$ cat src/rtl/rcc_pkg.sv
package rcc_pkg;
  localparam int CAUSE_W = 16;
  localparam int ADDR_W  = 2;

  // cause bit positions
  localparam int B_WAKE   = 0;
  localparam int B_LVD    = 1;
  localparam int B_LOC    = 2;
  localparam int B_LOL    = 3;
  localparam int B_WDOG   = 4;
  localparam int B_PIN    = 5;
  localparam int B_POR    = 6;
  localparam int B_JTAG   = 8;
  localparam int B_LOCKUP = 9;
  localparam int B_SW     = 10;
  localparam int B_DBG    = 11;
  localparam int B_SPP    = 12;
  localparam int B_STOPAK = 13;

  typedef enum logic [ADDR_W-1:0] {
    A_LAST   = 2'd0,
    A_STICKY = 2'd1,
    A_IMPL   = 2'd2,
    A_NONE   = 2'd3
  } rcc_addr_e;
endpackage

$ cat src/rtl/rcc_window.sv
module rcc_window #(
  parameter int W = 16,
  parameter logic [W-1:0] IMPL = '1
) (
  input  logic         clk,
  input  logic         rst_n,
  input  logic [W-1:0] act,
  output logic [W-1:0] last_q
);
  logic         win_q;
  logic [W-1:0] acc_q;
  logic         any_act;
  logic         win_end;

  assign any_act = |act;
  assign win_end = win_q && !any_act;

  always_ff @(posedge clk or negedge rst_n) begin
    if (!rst_n) begin
      win_q  <= 1'b0;
      acc_q  <= '0;
      last_q <= '0;
    end else begin
      win_q <= any_act;
      if (any_act) begin
        acc_q <= win_q ? (acc_q | act) : act;
      end
      if (win_end) begin
        last_q <= acc_q;
      end
    end
  end


  last_hold_chk: assert property (@(posedge clk) disable iff (!rst_n)
    !win_end |=> $stable(last_q));

  last_load_chk: assert property (@(posedge clk) disable iff (!rst_n)
    win_end |=> (last_q == $past(acc_q)));

  last_impl_chk: assert property (@(posedge clk) disable iff (!rst_n)
    (last_q & ~IMPL) == '0);
endmodule

$ cat src/rtl/rcc_sticky.sv
module rcc_sticky #(
  parameter int W = 16,
  parameter int POR_BIT = 6
) (
  input  logic         clk,
  input  logic         rst_n,
  input  logic [W-1:0] act,
  input  logic [W-1:0] clr,
  output logic [W-1:0] sticky_q
);
  logic [W-1:0] keep;

  // a power-on request drops all history; otherwise the clear mask applies
  assign keep = act[POR_BIT] ? '0 : (sticky_q & ~clr);

  always_ff @(posedge clk or negedge rst_n) begin
    if (!rst_n) sticky_q <= '0;
    else        sticky_q <= keep | act;
  end


  sticky_set_chk: assert property (@(posedge clk) disable iff (!rst_n)
    (act != '0) |=> ((sticky_q & $past(act)) == $past(act)));

  sticky_keep_chk: assert property (@(posedge clk) disable iff (!rst_n)
    (!act[POR_BIT] && clr == '0) |=> ((sticky_q & $past(sticky_q)) == $past(sticky_q)));

  por_wipe_chk: assert property (@(posedge clk) disable iff (!rst_n)
    act[POR_BIT] |=> (sticky_q[POR_BIT] && ((sticky_q & ~$past(act)) == '0)));
endmodule

$ cat src/rtl/rcc_regport.sv
module rcc_regport
  import rcc_pkg::*;
#(
  parameter int W = 16,
  parameter logic [W-1:0] IMPL = '1
) (
  input  logic [ADDR_W-1:0] addr,
  input  logic              wr,
  input  logic [W-1:0]      wdata,
  input  logic [W-1:0]      last_w,
  input  logic [W-1:0]      sticky_w,
  output logic [W-1:0]      clr,
  output logic [W-1:0]      rdata
);
  always_comb begin
    clr = '0;
    if (wr && rcc_addr_e'(addr) == A_STICKY) clr = wdata;
  end

  always_comb begin
    unique case (rcc_addr_e'(addr))
      A_LAST:   rdata = last_w;
      A_STICKY: rdata = sticky_w;
      A_IMPL:   rdata = IMPL;
      default:  rdata = '0;
    endcase
  end
endmodule

$ cat src/rtl/rst_cause_capture.sv
module rst_cause_capture
  import rcc_pkg::*;
#(
  parameter logic [CAUSE_W-1:0] IMPL_MASK = 16'h3F7F
) (
  input  logic                clk,
  input  logic                rst_n,
  input  logic [CAUSE_W-1:0]  cause_req,
  input  logic [ADDR_W-1:0]   reg_addr,
  input  logic                reg_wr,
  input  logic [CAUSE_W-1:0]  reg_wdata,
  output logic [CAUSE_W-1:0]  reg_rdata
);
  localparam logic [CAUSE_W-1:0] NEVER = (CAUSE_W'(1) << 7) | (CAUSE_W'(3) << 14);
  localparam logic [CAUSE_W-1:0] IMPL  = IMPL_MASK & ~NEVER;

  logic [CAUSE_W-1:0] act;
  logic [CAUSE_W-1:0] clr;
  logic [CAUSE_W-1:0] last_w;
  logic [CAUSE_W-1:0] sticky_w;

  assign act = cause_req & IMPL;

  rcc_window #(.W(CAUSE_W), .IMPL(IMPL)) u_win (
    .clk(clk), .rst_n(rst_n), .act(act), .last_q(last_w)
  );

  rcc_sticky #(.W(CAUSE_W), .POR_BIT(B_POR)) u_sticky (
    .clk(clk), .rst_n(rst_n), .act(act), .clr(clr), .sticky_q(sticky_w)
  );

  rcc_regport #(.W(CAUSE_W), .IMPL(IMPL)) u_port (
    .addr(reg_addr), .wr(reg_wr), .wdata(reg_wdata),
    .last_w(last_w), .sticky_w(sticky_w), .clr(clr), .rdata(reg_rdata)
  );
endmodule

$ cat config.mk
export PLATFORM = sky130hd
export DESIGN_NAME = rst_cause_capture
export DESIGN_NICKNAME = d
export VERILOG_FILES = /design/src/rtl/rcc_pkg.sv /design/src/rtl/rcc_window.sv /design/src/rtl/rcc_sticky.sv /design/src/rtl/rcc_regport.sv /design/src/rtl/rst_cause_capture.sv
export SDC_FILE = /design/constraint.sdc
export NUM_CORES = 1
export LEC_CHECK = 0
export ABC_AREA = 1
export CELL_PAD_IN_SITES_DETAIL_PLACEMENT = 1
export CELL_PAD_IN_SITES_GLOBAL_PLACEMENT = 1
export CORE_ASPECT_RATIO = 2
export CORE_MARGIN = 8
export CORE_UTILIZATION = 40
export CTS_BUF_LIST = sky130_fd_sc_hd__clkbuf_16
export CTS_CLUSTER_DIAMETER = 80
export DETAILED_ROUTE_END_ITERATION = 7
export DONT_BUFFER_PORTS = 1
export GPL_TIMING_DRIVEN = 0
export HOLD_SLACK_MARGIN = 0.03
export MAX_ROUTING_LAYER = met4
export PLACE_DENSITY_LB_ADDON = 0.1
export SLEW_MARGIN = 20
export SYNTH_ARGS = -nofsm -noshare
export SYNTH_HDL_FRONTEND = slang
export SYNTH_SLANG_ARGS = --single-unit
$ cat constraint.sdc
create_clock -name clk -period 1.85 [get_ports clk]
set_input_delay 0.0925 -clock clk [delete_from_list [all_inputs] [get_ports clk]]
set_output_delay 0.0925 -clock clk [all_outputs]
set_load 0.01 [all_outputs]
# Word-level counts from Yosys, hierarchy flattened
# Cells that the tools add are included.
# op_classes
n_bitwise	4
eq_ne	2
n_reduce_logical	5
mux	4
# op_table
cell	n
2-to-1 mux 16 bit	3
case mux 16 bit (3 select lines)	1
OR 16 x 14 -> 16 bit	2
AND 16 bit	1
NOT 16 bit	1
OR reduction 13 bit	1
== test 2 x 1 -> 1 bit (second input constant)	1
== test 2 bit (second input constant)	1
logical AND 1 bit	2
logical NOT 2 bit	1
logical NOT 1 bit	1
# word_totals
output_inout_bits	16
reg_bits	49
input_bits	37
word_cells	19

# Depth between registers and ports, before layout
# Gate-level depths: netlist of the first run.
# logic_depth
ltp_word	7
ltp_mapped	8
ltp_nobuf	7

# Hierarchy
# A second synthesis of the first run with hierarchy kept.
# hier_totals
hier_cells	342
hier_area_um2	2737.6
# by_module_without_submodules
mod	seq_area_each_um2	instances	cells_each	area_each_um2
rcc_window	825.8	1	171	1600.3
rcc_sticky	400.4	1	80	680.7
rcc_regport	0.0	1	90	452.9
rst_cause_capture	0.0	1	1	3.8

# Worst setup path after synthesis of the first run
# OpenSTA, ideal clock, no wires.
# synth_path
path_type	register -> register
start	reg u_win.win_q
end	reg u_win.acc_q[10]
t_required_ns	1.733
path_buffers	1
setup_ns	0.117
path_slack_ns	0.798
arrival_time_ns	0.935
path_stages_with_launch	6
cell_sequence	dfrtp_1 > inv_2 > clkbuf_1 > o21ai_0 > nand2_1 > o21ai_2
# synth_via
elab_chain_cells	1
# synth_rtl
item	line	source
start, declared	rcc_window.sv:10	logic win_q;
start signal, assigned	rcc_window.sv:24	win_q <= any_act;
2-to-1 mux 16 bit	rcc_window.sv:26	acc_q <= win_q ? (acc_q | act) : act;
end signal, assigned	rcc_window.sv:26	
end, declared	rcc_window.sv:11	logic [W-1:0] acc_q;
# Every way passes these cells.
# A chain may end at the register's enable or synchronous reset.

# Worst setup path in the final report of the first run
# Same ends and word-level chain as after synthesis.

==> results of run 1 <==
-- placed cells by master (no fill, tap or decap), drive strengths merged --
master	synthesis	final
clkinv	0	2
nand4	13	13
dlygate4sd3	0	29
inv	36	36
buf	8	9
nand2	99	99
bufinv	0	1
o21ai	39	39
nand3	17	17
clkbuf	4	9
dfrtp	43	43
nor2	11	11
-- sequential cells by signal, indices dropped and copies added (netlist names) --
signal / flops
u_win.last_q: 13
u_sticky.sticky_q: 16
u_win.acc_q: 13
u_win.win_q: 1
-- repair_timing --
item / 4_1_cts / 5_1_grt
setup endpoints to repair: 0 / 0
setup buffers: 0 / 0
hold buffers: 30 / 0
endpoints found under the hold margin: 59 / 0
-- worst max-delay path: stages (launching register included) --
cell and delay [ns]:
dfrtp_1 0.46, inv_2 0.11, clkbuf_1 0.36, o21ai_0 0.19
nand2_1 0.11, o21ai_2 0.05
-- worst max path at each step --
| stage | start | end | slack (ns) | cells after the start |
|---|---|---|---|---|
| floorplan | u_win.win_q | u_win.acc_q[10] | 0.80 | 5 |
| global placement | u_win.win_q | u_win.acc_q[10] | 0.53 | 5 |
| detailed placement | u_win.win_q | u_win.acc_q[11] | 0.49 | 5 |
| CTS | u_win.win_q | u_win.acc_q[11] | 0.45 | 5 |
| global route | u_win.win_q | u_win.acc_q[2] | 0.32 | 5 |
| finish | u_win.win_q | u_win.acc_q[10] | 0.45 | 5 |
-- stage by stage --
step,power [mW],utilization
after global placement,1.12,0.423
after detailed placement,1.12,0.423
final,2.18,0.514
after global routing,2.27,0.514
after floorplan,1.09,-
after CTS,2.20,0.514
-- metal layers --
layer  up-vias  share of wire  track usage  wire, um
met1       925           0.39        0.182      2410
li1        926              -            -         -
met2        33           0.56        0.291      3430
met4         0          0.018       0.0606       110
met5         -              0            -         0
met3         9          0.037       0.0324       228
-- area by class of cell --
cell class                 count  area [sq um]  area share
multi-input combinational    179           885       0.323
sequential                    43          1080       0.393
timing repair buffer          30           318       0.116
tap                           60          75.1      0.0274
buffer                        12          82.6      0.0302
inverter                      36           135      0.0494
clock inverter                 3          38.8      0.0142
clock buffer                   5           125      0.0457
-- logic make-up (layout without fill, tap and decap cells) --
kind of cell | Yosys count | after routing | share of synthesized area
AO/OA/AOI/OAI | 39 | 39 | 0.112
AND/OR/NAND/NOR | 140 | 140 | 0.294
buffers and inverters | 48 | 86 | 0.0999
flip-flops | 43 | 43 | 0.494
-- power groups by stage --
| stage | Sequential (mW) | Clock [mW] | Combinational [mW] |
|---|---|---|---|
| floorplan | 0.988 | 0 | 0.0976 |
| global placement | 0.990 | 0 | 0.127 |
| detailed placement | 0.992 | 0 | 0.130 |
| CTS | 0.974 | 1.02 | 0.212 |
| global route | 0.976 | 1.05 | 0.236 |
| finish | 0.974 | 0.992 | 0.210 |
==> qor.yml, run 1 <==
synthesis:
  synth-seq-area-share: 0.494
  synth_nets: 307
  ys_async_sr_fraction: 1.00
  ys.flop_type: "dfrtp_1"
  synth_commonest_cells: "nand2_1, dfrtp_1, inv_1"
  synth_top_area_share: 0.494
  syn_inst: 270
  syn-cell-area_sq_um: 2180
  avgSynthCellArea_sq_um: 8.07
  post-synth-top-area-cell: "dfrtp_1"
  yosysWarnings: 0
  synth_most_common_cell: "nand2_1"
  synthTopCellsByArea: "dfrtp_1, nand2_1, o21ai_0"
  ys_ff_latch: 43
  synth-edff-count: 0
  yosysUniqueCellTypes: 18
power_and_ir_drop:
  pwr-share-comb: 0.096
  power.leakage_nw: 1.45
  p_switching_mw: 0.495
  power.internal_mw: 1.68
  seq_power_share: 0.448
  p_sw_frac: 0.228
  clockPowerShare: 0.456
  ir_drop_mv: 0.667
  p_per_area_nw_per_um2: 796
route:
  drt_iter0_drc: 71
  viasPerCell: 5.14
  vias: 1893
  drt_first_pass_iters: 4
  wl_per_cell_um: 16.8
  drc: 0
  routed_wl_um: 6180
  ant_nets: 0
placed_design:
  placed_cells: 330
  port_buffers: 0
  place_area_sq_um: 2250
  place_congestion: 0.806
  pre_cts_slack_ns: 0.487
  hpwlAfterDp_um: 4470
sta:
  maxSlewHeadroom: 0.662
  fin_worst_skew_ns: 0.00160
  hold_viol: 0
  fmax_mhz: 715
  setup_slack_ns: 0.452
  slew_violations: 0
  period_needed_ns: 1.40
  timing.final.crit_share: 0.756
  setup_violations: 0
  hold_slack_ns: 0.124
  rsz0062_at_grt: "false"
  tightestPinTransition_ns: 0.508
  setup_tns_ns: 0
critical_path:
  cp-start-kind: "flip-flop"
  crit_type: "reg -> reg"
  reg2reg_to: "u_win.acc_q[10]"
  r2r_cells: 5
  rrSetupSlack_ns: 0.45
  end_kind: "flip-flop"
  required_ns: 2.03
  r2r-start: "u_win.win_q"
  cp_data_arrival_time_ns: 1.58
  path_max_fanout: 10
clocking:
  ctsLongestPathBuffers: 2
  root_buffer: "clkbuf_16"
  numCtsBuffers: 5
  htreeDepth: 2
  clock_latency_ns: 0.28
  post_cts_resized: 0
  cts_tree: "built"
  clkSlewWorstSetupHoldPaths_ns: 0.06
  clock-sinks: 43
final_layout:
  nets: 344
  area_growth_pct: 25.6
  diodes: 0
  layoutNonFillerInstCount: 368
  nFillCells: 645
  drive_gt1_frac: 0.140
  final_area_sq_um: 2740
flow_run:
  drv_cap: 0
global_route:
  grt_pass1_vias: 2165
  grt_pass1_wl_um: 10500
  grt_use_total: 0.168
  grt_max_degree: 44
  antenna_found_initial: 0
  gr-total-overflow: 0
floorplanning:
  start_util: 0.409
  die_w_um: 68.2
  core_area_sq_um: 5330
  num_rows: 38
  dieArea_sq_um: 8210
  die_h_um: 120
  ios: 53
worst_hold_path:
  min-delay-start: "cause_req[6]"
  worstHoldPathCells: 4
  hold-path-endpoint: "u_win.acc_q[6]"
  hp-class: "in -> reg"
run_status:
  outcome: "completed"
(Power assumes the default switching activity.)
==> run 2, diff against run 1 <==
==> constraint.sdc (replaced) <==
create_clock -name clk -period 1.35 [get_ports clk]
set_input_delay 0.0675 -clock clk [delete_from_list [all_inputs] [get_ports clk]]
set_output_delay 0.0675 -clock clk [all_outputs]
set_load 0.01 [all_outputs]
==> run 2 against run 1 <==
Against the previous run: power increased by 38%; design area increased by 1.5%; clock power increased by 37%; register-to-register slack got worse by 0.31 ns.
==> qor.yml, run 2 (synthesis results as in run 1) <==
final_layout:
  max_flop_register: "u_sticky.sticky_q"
  reg_top3: "u_sticky.sticky_q: 16 flops, u_win.acc_q: 13 flops, u_win.last_q: 13 flops"
  largest_reg_flops: 16  # unchanged
  nFillCells: 644  # -0.16%
  diodes: 0  # unchanged
  seqCellArea_sq_um: 1080  # unchanged
  layoutNonFillerInstCount: 372  # +1.1%
  drive_gt1_frac: 0.157  # +0.0174
  layout_common_cells: "nand2_1, dfrtp_1, dlygate4sd3_1, inv_1, o21ai_0"
  area_growth_pct: 27.5
  final_common_cell: "nand2_1"
  nets: 348  # +1.2%
  multiInputGateArea_sq_um: 892  # +0.85%
route:
  vias: 1930  # +2.0%
  drt_first_pass_iters: 4  # unchanged
  drt_iter0_drc: 61  # -14%
  viasPerCell: 5.19  # +0.86%
  wl_per_cell_um: 16.7  # -0.34%
  ant_nets: 0  # unchanged
  routed_wl_um: 6230  # +0.74%
  drc: 0  # unchanged
clocking:
  clock_latency_ns: 0.28  # about the same
  numCtsBuffers: 5  # unchanged
  cts_tree: "built"
  clkSlewWorstSetupHoldPaths_ns: 0.06  # about the same
  ctsLongestPathBuffers: 2  # unchanged
  root_buffer: "clkbuf_16"
  clock-sinks: 43  # unchanged
  htreeDepth: 2  # unchanged
critical_path:
  required_ns: 1.52  # -0.51 ns
  path_max_fanout: 10  # unchanged
  crit_type: "in -> reg"
  cp_data_arrival_time_ns: 1.45  # -0.13 ns
  cp-start-kind: "input port"
  end_kind: "flip-flop"
placed_design:
  hpwlAfterDp_um: 4470  # unchanged
  placed_cells: 330  # unchanged
  port_buffers: 0  # unchanged
  pre_cts_slack_ns: -0.0133  # -0.500 ns
  place_congestion: 0.806  # unchanged
power_and_ir_drop:
  total_power_mw: 2.99  # +38%
  power.leakage_nw: 1.47  # +1.7%
  p_per_area_nw_per_um2: 1080  # +36%
  ir_drop_mv: 0.919  # +38%
sta:
  fmax_mhz: 781
  slew_violations: 0  # unchanged
  timing.final.crit_share: 0.948
  setup_violations: 0  # unchanged
  setup_slack_ns: 0.0698  # -0.382 ns
  hold_viol: 0  # unchanged
  maxSlewHeadroom: 0.661  # -0.000749
  period_needed_ns: 1.28
  tightestPinTransition_ns: 0.509  # +0.00112 ns
  setup_tns_ns: 0  # unchanged
  hold_slack_ns: 0.103  # -0.0209 ns
  fin_worst_skew_ns: 0.00157  # -0.0000268 ns
global_route:
  grt_max_degree: 44  # unchanged
  grt_pass1_wl_um: 10500  # about the same
  grt_pass1_vias: 2161  # -0.18%
  grt_use_total: 0.168  # -0.000188
  antenna_found_initial: 0  # unchanged
  gr-total-overflow: 0  # unchanged
floorplanning:
  ios: 53  # unchanged
  core_area_sq_um: 5330  # unchanged
  dieArea_sq_um: 8210  # unchanged
  num_rows: 38  # unchanged
  die_h_um: 120  # unchanged
  start_util: 0.409  # unchanged
  die_w_um: 68.2  # unchanged
worst_hold_path:
  hp-class: "in -> reg"
run_status:
  outcome: "completed"
flow_run:
  drv_cap: 0  # unchanged
-- run 2: path summary, 6_finish.rpt --
path	end	slack, ns	depth (start not counted)	startpoint
hold reg to reg	u_win.last_q[2]	0.47	2	u_win.last_q[2]
hold / removal	u_win.acc_q[6]	0.10	4	cause_req[6]
setup / recovery	u_win.acc_q[11]	0.07	8	cause_req[13]
setup reg to reg	u_sticky.sticky_q[0]	0.14	3	u_sticky.sticky_q[0]
max in group asynchronous	u_win.acc_q[8]	0.85	2	rst_n
min in group asynchronous	u_sticky.sticky_q[7]	0.29	2	rst_n
-- run 2: metrics by stage --
| stage | utilization | area, sq um |
|---|---|---|
| final | 0.521 | 2780 |
| after global routing | 0.521 | 2780 |
| after CTS | 0.513 | 2730 |
| after detailed placement | 0.423 | 2250 |
| after global placement | 0.423 | 2250 |
| after floorplan | - | 2180 |
-- run 2: area by class of cell --
class / instances / share of cell area
Buffer: 11 / 0.0284
Clock buffer: 5 / 0.0451
Clock inverter: 3 / 0.0140
Inverter: 36 / 0.0487
Multi-Input combinational cell: 179 / 0.321
Sequential cell: 43 / 0.388
Tap cell: 60 / 0.0270
Timing Repair Buffer: 35 / 0.128
-- run 2: critical path: stages --
cell and delay (ns):
dlygate4sd3_1 0.53, inv_1 0.15, nand3_4 0.13, nor2_8 0.14, nand2_4 0.11, buf_6 0.17
nand2_1 0.09, o21ai_2 0.06
-- run 2: per-layer routing --
metal  part of all wire  routed length [um]  global-route usage  vias up
li1                   -                   -                   -      936
met1               0.39                2430               0.181      946
met2               0.55                3420               0.291       37
met3              0.039                 243              0.0324       11
met4              0.022                 139              0.0606        0
met5                  0                   0                   -        -
-- run 2: power by group --
group          internal, mW  leakage [nW]  switching [mW]  total [mW]
Sequential             1.32         0.485          0.0159        1.33
Combinational         0.129         0.907           0.171       0.300
Clock                 0.863        0.0812           0.497        1.36
-- run 2: timing repair --
item,in CTS,in global routing
pin swaps,0,3
buffers inserted,0,5
endpoints found under the hold margin,60,0
resized for setup,0,2
hold buffers,30,0
setup endpoints to repair,7,11
==> run 3, diff against run 2 <==
--- a/config.mk
+++ b/config.mk
@@ -9,7 +9,7 @@
 export CELL_PAD_IN_SITES_DETAIL_PLACEMENT = 1
 export CELL_PAD_IN_SITES_GLOBAL_PLACEMENT = 1
 export CORE_ASPECT_RATIO = 2
-export CORE_MARGIN = 8
+export CORE_MARGIN = 4
 export CORE_UTILIZATION = 40
 export CTS_BUF_LIST = sky130_fd_sc_hd__clkbuf_16
 export CTS_CLUSTER_DIAMETER = 80
==> run 3 against run 2 <==
Against the previous run: power grew 0.87%; register-to-register slack lost 0.03 ns; global-route usage up 2.9 points; combinational power shrank 2%; setup slack got worse by 0.0071 ns; core utilization rose by 0.84 points; count of clock-buffer cells in the layout unchanged; sequential cell count unchanged; clock skew rose by 0.0035 ns; highest routed layer unchanged.
==> qor.yml, run 3 (synthesis results as in run 1) <==
power_and_ir_drop:
  power.leakage_nw: 1.46  # -0.65%
  total_power_mw: 3.02  # +0.87%
  ir_drop_mv: 0.963  # +4.9%
  p_per_area_nw_per_um2: 1090  # +1.1%
floorplanning:
  ios: 53  # unchanged
  num_rows: 37  # -2.6%
  core_area_sq_um: 5230  # -1.8%
  dieArea_sq_um: 6760  # -18%
  die_h_um: 112  # -6.6%
  start_util: 0.416  # +0.00734
  die_w_um: 60.2  # -12%
sta:
  fin_worst_skew_ns: 0.00506  # +0.00349 ns
  timing.final.crit_share: 0.954  # +0.00524
  fmax_mhz: 777  # -0.55%
  slew_violations: 0  # unchanged
  period_needed_ns: 1.29  # +0.00707 ns
  maxSlewHeadroom: 0.677  # +0.0158
  hold_viol: 0  # unchanged
  tightestPinTransition_ns: 0.485  # -0.0236 ns
  setup_violations: 0  # unchanged
final_layout:
  multiInputGateArea_sq_um: 900  # +0.84%
  max_flop_register: "u_sticky.sticky_q"
  drive_gt1_frac: 0.161  # +0.00424
  reg_top3: "u_sticky.sticky_q: 16 flops, u_win.acc_q: 13 flops, u_win.last_q: 13 flops"
  seqCellArea_sq_um: 1080  # unchanged
  area_growth_pct: 27.2
  layout_common_cells: "nand2_1, dfrtp_1, dlygate4sd3_1, inv_1, o21ai_0"
  largest_reg_flops: 16  # unchanged
  nFillCells: 640  # -0.62%
  layoutNonFillerInstCount: 368  # -1.1%
  nets: 346  # -0.57%
  final_common_cell: "nand2_1"
  diodes: 0  # unchanged
global_route:
  grt_pass1_vias: 2153  # -0.37%
  grt_max_degree: 44  # unchanged
  gr-total-overflow: 0  # unchanged
  grt_pass1_wl_um: 9900  # -5.9%
  grt_use_total: 0.197  # +0.0286
  antenna_found_initial: 0  # unchanged
critical_path:
  cp_data_arrival_time_ns: 1.45  # about the same
  critPathLaunch: "reg_addr[0]"
  required_ns: 1.51  # about the same
  reg2reg_to: "u_sticky.sticky_q[0]"
  rrSetupSlack_ns: 0.11  # -0.03 ns
  crit_type: "in -> reg"
  cp-start-kind: "input port"
  path_max_fanout: 5  # -5
  r2r-start: "u_sticky.sticky_q[0]"
  end_kind: "flip-flop"
  r2r_cells: 3  # unchanged
route:
  drt_iter0_drc: 42  # -31%
  ant_nets: 0  # unchanged
  met3WireLength_um: 249  # +2.5%
  routed_wl_um: 5880  # -5.6%
  wl_per_cell_um: 16.0  # -4.5%
  met2RoutedLength_um: 3390  # -0.91%
  viasPerCell: 5.10  # -1.6%
  drt-met1-wl_um: 2160  # -11%
  drc: 0  # unchanged
  topRoutingLayerUsed: "met4"
  drt_first_pass_iters: 4  # unchanged
  vias: 1878  # -2.7%
run_status:
  outcome: "completed"
worst_hold_path:
  hp-class: "in -> reg"
  min-delay-start: "cause_req[6]"
  worstHoldPathCells: 4  # unchanged
  hold-path-endpoint: "u_win.acc_q[6]"
placed_design:
  hpwlAfterDp_um: 4320  # -3.5%
  placed_cells: 328  # -0.61%
  port_buffers: 0  # unchanged
  place_congestion: 0.742  # -7.9%
clocking:
  numCtsBuffers: 5  # unchanged
  htreeDepth: 2  # unchanged
  clock_latency_ns: 0.28  # about the same
  ctsLongestPathBuffers: 2  # unchanged
  clock-sinks: 43  # unchanged
  root_buffer: "clkbuf_16"
  clkSlewWorstSetupHoldPaths_ns: 0.06  # about the same
  cts_tree: "built"
flow_run:
  drv_cap: 0  # unchanged
[run 3: where the power goes]
| group | internal [mW] | switching, mW | leakage [nW] |
|---|---|---|---|
| combinational | 0.125 | 0.168 | 0.895 |
| clock | 0.873 | 0.518 | 0.0838 |
| sequential | 1.32 | 0.0164 | 0.485 |
[run 3: worst max-delay path, stage by stage]
cell,delay (ns)
inv_1,0.07
nor2_4,0.16
inv_2,0.09
nor2_4,0.15
buf_4,0.15
nand2_1,0.05
nand3_1,0.06
nand2_1,0.07
dlygate4sd3_1,0.57
[run 3: layer usage]
| metal | global-route usage | vias to the layer above |
|---|---|---|
| li1 | - | 931 |
| met1 | 0.211 | 903 |
| met2 | 0.353 | 38 |
| met3 | 0.0345 | 6 |
| met4 | 0.0592 | 0 |
| met5 | - | - |
[run 3: how the worst max path moves through the flow]
| stage | end | slack [ns] | depth (start not counted) |
|---|---|---|---|
| finish | u_sticky.sticky_q[0] | 0.06 | 9 |
| global placement | u_win.acc_q[9] | 0.03 | 5 |
| detailed placement | u_win.acc_q[5] | -0.02 | 5 |
| floorplan | u_win.acc_q[10] | 0.30 | 5 |
| global route | u_sticky.sticky_q[0] | -0.01 | 9 |
| CTS | u_sticky.sticky_q[11] | 0.06 | 9 |
[run 3: what timing repair did]
| item | CTS | global route |
|---|---|---|
| hold endpoints to repair | 60 | 0 |
| pin swaps | 0 | 3 |
| gates resized for setup | 0 | 5 |
| setup endpoints to repair | 5 | 20 |
| setup buffers | 0 | 3 |
| hold buffers | 30 | 0 |
[run 3: stage by stage]
stage               TNS [ns]  utilization  hold slack, ns  worst slack (ns)  instance area (sq um)
floorplan                  0            -          -0.228             0.298                   2180
global placement           0        0.430          -0.227            0.0310                   2250
detailed placement   -0.0212        0.430          -0.227           -0.0192                   2250
CTS                        0        0.523           0.109            0.0573                   2730
global route         -0.0286        0.530           0.119           -0.0143                   2770
finish                     0        0.530           0.106            0.0627                   2770
[run 3: layout make-up]
type	instances	area share
Multi-Input combinational cell	179	0.325
Clock inverter	3	0.0158
Tap cell	58	0.0262
Clock buffer	5	0.0451
Sequential cell	43	0.388
Inverter	36	0.0488
Timing Repair Buffer	33	0.123
Buffer	11	0.0284
